<file path="src/rtl/tdm_pkg.sv">
`timescale 1ns/1ps
package tdm_pkg;

    typedef enum logic [1:0] {
        MODE_2T1 = 2'd0,
        MODE_2E1 = 2'd1,
        MODE_4E1 = 2'd2,
        MODE_4T1 = 2'd3
    } bp_mode_e;

    typedef enum logic {
        ST_HUNT = 1'b0,
        ST_LOCK = 1'b1
    } sync_state_e;

    function automatic logic mode_is_t1(bp_mode_e m);
        return (m == MODE_2T1) || (m == MODE_4T1);
    endfunction

    function automatic logic mode_is_wide(bp_mode_e m);
        return m[1];
    endfunction

endpackage

</file>
<file path="src/rtl/tdm_frame_ctrl.sv">
`timescale 1ns/1ps
module tdm_frame_ctrl
    import tdm_pkg::*;
#(
    parameter int BASE_SLOTS = 64,
    parameter int OCTET_W    = 8,
    localparam int BIT_W     = $clog2(OCTET_W),
    localparam int SLOT_W    = $clog2(2 * BASE_SLOTS),
    localparam int POS_W     = SLOT_W + BIT_W
) (
    input  logic             clk,
    input  logic             rst_n,
    input  logic             fp_i,
    input  bp_mode_e         mode_i,
    output logic [POS_W-1:0] pos_o,
    output logic [POS_W-1:0] nxt_pos_o,
    output bp_mode_e         nxt_mode_o,
    output logic             load_o,
    output logic             align_err_o
);

    localparam int NARROW_LAST = BASE_SLOTS * OCTET_W - 1;
    localparam int WIDE_LAST   = 2 * BASE_SLOTS * OCTET_W - 1;

    sync_state_e      state_q, state_d;
    logic [POS_W-1:0] pos_q, roll_pos, frame_last;
    bp_mode_e         mode_q;
    logic             err_q, misalign;

    // state register and frame registers
    always_ff @(posedge clk) begin
        if (!rst_n) begin
            state_q <= ST_HUNT;
            pos_q   <= '0;
            mode_q  <= MODE_2T1;
            err_q   <= 1'b0;
        end else begin
            state_q <= state_d;
            pos_q   <= nxt_pos_o;
            mode_q  <= nxt_mode_o;
            err_q   <= err_q | misalign;
        end
    end

    // next state: ACQUIRE leaves HUNT; ROLL, REFRAME, RESYNC all stay in LOCK
    always_comb begin
        unique case (state_q)
            ST_HUNT: state_d = fp_i ? ST_LOCK : ST_HUNT;
            ST_LOCK: state_d = ST_LOCK;
            default: state_d = ST_HUNT;
        endcase
    end

    // outputs
    always_comb begin
        frame_last  = mode_is_wide(mode_q) ? POS_W'(WIDE_LAST) : POS_W'(NARROW_LAST);
        roll_pos    = (pos_q == frame_last) ? '0 : pos_q + 1'b1;
        nxt_pos_o   = fp_i ? '0 : roll_pos;
        nxt_mode_o  = fp_i ? mode_i : mode_q;
        load_o      = (state_d == ST_LOCK) && (nxt_pos_o[BIT_W-1:0] == '0);
        misalign    = fp_i && (state_q == ST_LOCK) && (roll_pos != '0);
        pos_o       = pos_q;
        align_err_o = err_q;
    end

    a_r11_err_sticky: assert property (@(posedge clk) disable iff (!rst_n)
        align_err_o |=> align_err_o);

    a_r10_roll_to_zero: assert property (@(posedge clk) disable iff (!rst_n)
        (state_q == ST_LOCK && !fp_i && pos_q == frame_last) |=> (pos_q == '0));

    a_r9_mode_held: assert property (@(posedge clk) disable iff (!rst_n)
        !fp_i |=> $stable(mode_q));

endmodule

</file>
<file path="src/rtl/tdm_slot_map.sv">
`timescale 1ns/1ps
module tdm_slot_map
    import tdm_pkg::*;
#(
    parameter int BASE_SLOTS = 64,
    parameter int LANES      = 4,
    localparam int SLOT_W    = $clog2(2 * BASE_SLOTS),
    localparam int LW        = $clog2(LANES),
    localparam int GRP_W     = SLOT_W - LW,
    localparam int TS_W      = GRP_W
) (
    input  bp_mode_e          mode_i,
    input  logic [SLOT_W-1:0] slot_i,
    output logic              data_v_o,
    output logic [LW-1:0]     lane_o,
    output logic [TS_W-1:0]   ts_o
);

    logic [GRP_W-1:0] grp;

    always_comb begin
        if (mode_is_wide(mode_i)) begin
            lane_o = slot_i[LW-1:0];
            grp    = slot_i[SLOT_W-1:LW];
        end else begin
            lane_o = {1'b0, slot_i[LW-2:0]};
            grp    = slot_i[SLOT_W-2:LW-1];
        end

        if (mode_is_t1(mode_i)) begin
            // one idle group ahead of every three data groups
            data_v_o = (grp[1:0] != 2'd0);
            ts_o     = TS_W'(grp[GRP_W-1:2]) * TS_W'(3) + TS_W'(grp[1:0]) - TS_W'(1);
        end else begin
            data_v_o = 1'b1;
            ts_o     = TS_W'(grp);
        end
    end

endmodule

</file>
<file path="src/rtl/tdm_shifter.sv">
`timescale 1ns/1ps
module tdm_shifter #(
    parameter int OCTET_W = 8
) (
    input  logic               clk,
    input  logic               rst_n,
    input  logic               load_i,
    input  logic [OCTET_W-1:0] octet_i,
    output logic               line_o
);

    logic [OCTET_W-1:0] shreg;

    always_ff @(posedge clk) begin
        if (!rst_n) begin
            shreg <= '1;
        end else if (load_i) begin
            shreg <= octet_i;
        end else begin
            shreg <= {shreg[OCTET_W-2:0], 1'b1};
        end
    end

    assign line_o = shreg[OCTET_W-1];

endmodule

</file>
<file path="src/rtl/tdm_byte_interleaver.sv">
`timescale 1ns/1ps
module tdm_byte_interleaver
    import tdm_pkg::*;
#(
    parameter int BASE_SLOTS = 64,
    parameter int LANES      = 4,
    parameter int OCTET_W    = 8,
    localparam int BIT_W     = $clog2(OCTET_W),
    localparam int SLOT_W    = $clog2(2 * BASE_SLOTS),
    localparam int POS_W     = SLOT_W + BIT_W,
    localparam int LW        = $clog2(LANES),
    localparam int TS_W      = SLOT_W - LW
) (
    input  logic                     clk,
    input  logic                     rst_n,
    input  logic                     frame_pulse_i,
    input  logic [1:0]               mode_i,
    input  logic [OCTET_W-1:0]       idle_octet_i,
    input  logic [LANES*OCTET_W-1:0] byte_i,
    output logic [LANES-1:0]         req_o,
    output logic [TS_W-1:0]          ts_o,
    output logic                     line_o,
    output logic                     align_err_o
);

    logic [POS_W-1:0]   pos_q, nxt_pos;
    bp_mode_e           nxt_mode;
    logic               load, data_v;
    logic [LW-1:0]      lane;
    logic [TS_W-1:0]    ts;
    logic [OCTET_W-1:0] octet;

    tdm_frame_ctrl #(.BASE_SLOTS(BASE_SLOTS), .OCTET_W(OCTET_W)) u_ctrl (
        .clk         (clk),
        .rst_n       (rst_n),
        .fp_i        (frame_pulse_i),
        .mode_i      (bp_mode_e'(mode_i)),
        .pos_o       (pos_q),
        .nxt_pos_o   (nxt_pos),
        .nxt_mode_o  (nxt_mode),
        .load_o      (load),
        .align_err_o (align_err_o)
    );

    tdm_slot_map #(.BASE_SLOTS(BASE_SLOTS), .LANES(LANES)) u_map (
        .mode_i   (nxt_mode),
        .slot_i   (nxt_pos[POS_W-1:BIT_W]),
        .data_v_o (data_v),
        .lane_o   (lane),
        .ts_o     (ts)
    );

    always_comb begin
        octet = data_v ? byte_i[int'(lane)*OCTET_W +: OCTET_W] : idle_octet_i;
    end

    for (genvar s = 0; s < LANES; s++) begin : g_req
        assign req_o[s] = load && data_v && (lane == LW'(s));
    end

    assign ts_o = ts;

    tdm_shifter #(.OCTET_W(OCTET_W)) u_shift (
        .clk     (clk),
        .rst_n   (rst_n),
        .load_i  (load),
        .octet_i (octet),
        .line_o  (line_o)
    );

    a_r8_one_req: assert property (@(posedge clk) disable iff (!rst_n)
        $onehot0(req_o));

    a_r8_req_on_boundary: assert property (@(posedge clk) disable iff (!rst_n)
        (|req_o) |=> (pos_q[BIT_W-1:0] == '0));

    a_r2_pulse_restart: assert property (@(posedge clk) disable iff (!rst_n)
        frame_pulse_i |=> (pos_q == '0));

endmodule

</file>
<file path="config.mk">
export PLATFORM = sky130hd
export DESIGN_NAME = tdm_byte_interleaver
export DESIGN_NICKNAME = d
export VERILOG_FILES = /design/src/rtl/tdm_pkg.sv /design/src/rtl/tdm_frame_ctrl.sv /design/src/rtl/tdm_slot_map.sv /design/src/rtl/tdm_shifter.sv /design/src/rtl/tdm_byte_interleaver.sv
export SDC_FILE = /design/constraint.sdc
export NUM_CORES = 1
export LEC_CHECK = 0
export BUFFER_PORTS_ARGS = -buffer_cell sky130_fd_sc_hd__buf_2
export CAP_MARGIN = 25
export CORE_MARGIN = 5
export CORE_UTILIZATION = 51
export DETAILED_ROUTE_END_ITERATION = 8
export MAX_ROUTING_LAYER = met4
export PLACE_DENSITY = 0.79
export SLEW_MARGIN = 5
export SYNTH_ARGS = -nofsm -noshare
export SYNTH_HDL_FRONTEND = slang
export SYNTH_HIERARCHICAL = 1
export SYNTH_SLANG_ARGS = --single-unit
</file>
<file path="constraint.sdc">
create_clock -name clk -period 5.3 [get_ports clk]
set_clock_uncertainty 0.2 [all_clocks]
set_input_delay 1.325 -clock clk [delete_from_list [all_inputs] [get_ports clk]]
set_output_delay 1.325 -clock clk [all_outputs]
set_load 0.005 [all_outputs]
</file>
==> impl_metrics.json <==
{
  "outcome": "finished clean",
  "routed_wl_mm": 3.99,
  "cts.clk_slew.worst_paths_ns": 0.12,
  "port_buffers": 55,
  "cpPeakStageDelay_ns": 0.54,
  "maxCapViolations": 0,
  "wl_per_cell_um": 13.2,
  "numCtsBuffers": 3,
  "grt.total_usage_pct": 17.6,
  "rows": 21,
  "endpoint_kind": "output pin",
  "required_ns": 3.77,
  "clockPowerShare_pct": 32.7,
  "crit_chain": "buf_2, buf_4, nor2_1, mux2i_1, nand2_2, inv_1, fa_2, inv_1, ha_1, nand3_1, and3_1, o31ai_1, buf_2",
  "tightestPinTransition_ns": 0.540,
  "antenna_found_initial": 0,
  "dieArea_sq_um": 4730,
  "hold_path_class": "reg -> reg",
  "drv_slew": 0,
  "final_cell_area_sq_um": 2120,
  "fmax_mhz": 193,
  "final-hold-violation-count": 0,
  "via_per_inst": 5.17,
  "final_cells": 302,
  "sequentialPowerShare_pct": 44.6,
  "syn-num-nets": 260,
  "dr.pass1.iters": 4,
  "r2r_slack_ns": 2.01,
  "setup_violations": 0,
  "dp_hpwl_mm": 3.03,
  "crit_type": "in -> out",
  "routed-wl-met3_um": 425,
  "clockBufferDepth": 2,
  "fp.coreArea_sq_um": 3340,
  "switching_power_w": 0.0000986,
  "cellLeakagePower_nw": 0.937,
  "preCtsSetupSlack_ns": 0.108,
  "timing.hold.ws_ns": 0.256,
  "vias": 1560,
  "grt_pass1_vias": 1505,
  "maxUsedRoutingLayer": "met4",
  "layout_worst_path_cycle_share_pct": 97.7,
  "fin_util_pct": 63.6,
  "cts_tree": "done",
  "ir_drop_mv": 0.172,
  "initial_core_util_pct": 52.8,
  "avgSynthCellArea_sq_um": 8.64,
  "worst_slack_ns": 0.122,
  "p_int_w": 0.000299,
  "place_congestion": 0.805,
  "die_y_um": 68.8,
  "dpl-instance-area_sq_um": 2050,
  "critPathArrivalTime_ns": 3.65,
  "slowest_stage": "fa_2",
  "syn_area_sq_um": 1760,
  "combinationalPowerShare_pct": 22.7,
  "io_pins": 56,
  "die_w_um": 68.8,
  "grt_pass1_wl_mm": 6.23,
  "dp.cells": 298,
  "synth_warnings": 6,
  "cts_hold_buf": 0,
  "htreeDepth": 1,
  "swShare_pct": 24.8,
  "insertion_delay_ns": 0.31,
  "grt_max_degree": 15,
  "drt-met1-wl_mm": 1.77,
  "synthCells": 204,
  "drc": 0,
  "clock-sinks": 22,
  "diodes": 0,
  "final_nets": 313,
  "wl_met2_mm": 1.77,
  "drtIter0Drc": 49,
  "antenna_left": 0,
  "period_needed_ns": 5.18,
  "grt-ovfl-total": 0,
  "drive_above_1_share_pct": 32.0,
  "clock-root-buffer": "clkbuf_4",
  "slew_headroom_pct": 64.0,
  "synthToLayoutAreaGrowth_pct": 20.4,
  "power_density_nw_per_um2": 188,
  "start_kind": "input port",
  "path_max_fanout": 10
}
## per-stage QoR
step,power [W],TNS [ns]
after floorplan,0.000238,0
after global placement,0.000270,0
after detailed placement,0.000271,0
after CTS,0.000401,0
after global routing,0.000422,-0.0243
final,0.000398,0
## flip-flops by register name, indices dropped and copies added, names as in the netlist
name                flops
u_shift/shreg           8
u_ctrl/pos_o           10
u_ctrl/state_q          1
u_ctrl/align_err_o      1
u_ctrl/mode_q           2
## final timing paths
| path | start | endpoint | cells past startpoint |
|---|---|---|---|
| max | frame_pulse_i | ts_o[4] | 13 |
| min | u_shift/shreg[6] | u_shift/shreg[7] | 2 |
| max reg2reg | u_ctrl/pos_o[0] | u_shift/shreg[4] | 13 |
| min reg2reg | u_shift/shreg[6] | u_shift/shreg[7] | 2 |
## area by class of cell
cell class	instances	area, sq um
Sequential cell	22	440
Fill cell	306	1220
Tap cell	46	57.6
Clock buffer	3	22.5
Multi-Input combinational cell	157	1200
Timing Repair Buffer	62	328
Inverter	11	41.3
Clock inverter	1	30.0
## repair_timing
item                       in CTS  in global routing
gates resized for setup         0                  6
setup endpoints to repair       0                  2
buffers inserted                0                  0
## critical path, delay by kind of cell
| kind | cells | cell delay, ns |
|---|---|---|
| simple gates | 4 | 0.64 |
| buf+inv | 5 | 0.52 |
| fa+ha+maj | 2 | 0.81 |
| mux | 1 | 0.18 |
| compound gates | 1 | 0.17 |
## power groups by stage
stage / clock (W) / sequential [W] / combinational [W]
after floorplan: 0 / 0.000181 / 0.0000578
after global placement: 0 / 0.000181 / 0.0000889
after detailed placement: 0 / 0.000181 / 0.0000903
after CTS: 0.000132 / 0.000177 / 0.0000908
after global routing: 0.000142 / 0.000178 / 0.000102
final: 0.000130 / 0.000177 / 0.0000905
## placed cells by master, fill, tap and decap left out, types with 2 or more instances in the layout
cell type   n
buf_4       7
xor2_1      5
mux2i_4     2
nor3_1      2
mux2_2      2
o221ai_1    8
xnor2_1     7
nor2_1     23
and3_1      2
and2_1      4
nand2b_1   11
ha_1        9
buf_2      55
clkbuf_4    3
o31ai_1     2
mux2i_1    26
or2_2       2
nand2_1    15
inv_1      10
nor3b_1     2
a21oi_1     7
nand3_1     5
dfxtp_1    22
## routing by layer
| layer | track usage (%) | up-vias |
|---|---|---|
| met4 | 2.92 | 0 |
| li1 | - | 802 |
| met1 | 20.4 | 702 |
| met2 | 31.8 | 51 |
| met3 | 3.40 | 5 |
| met5 | - | - |
No activity file was read; power rests on OpenSTA's default activity.
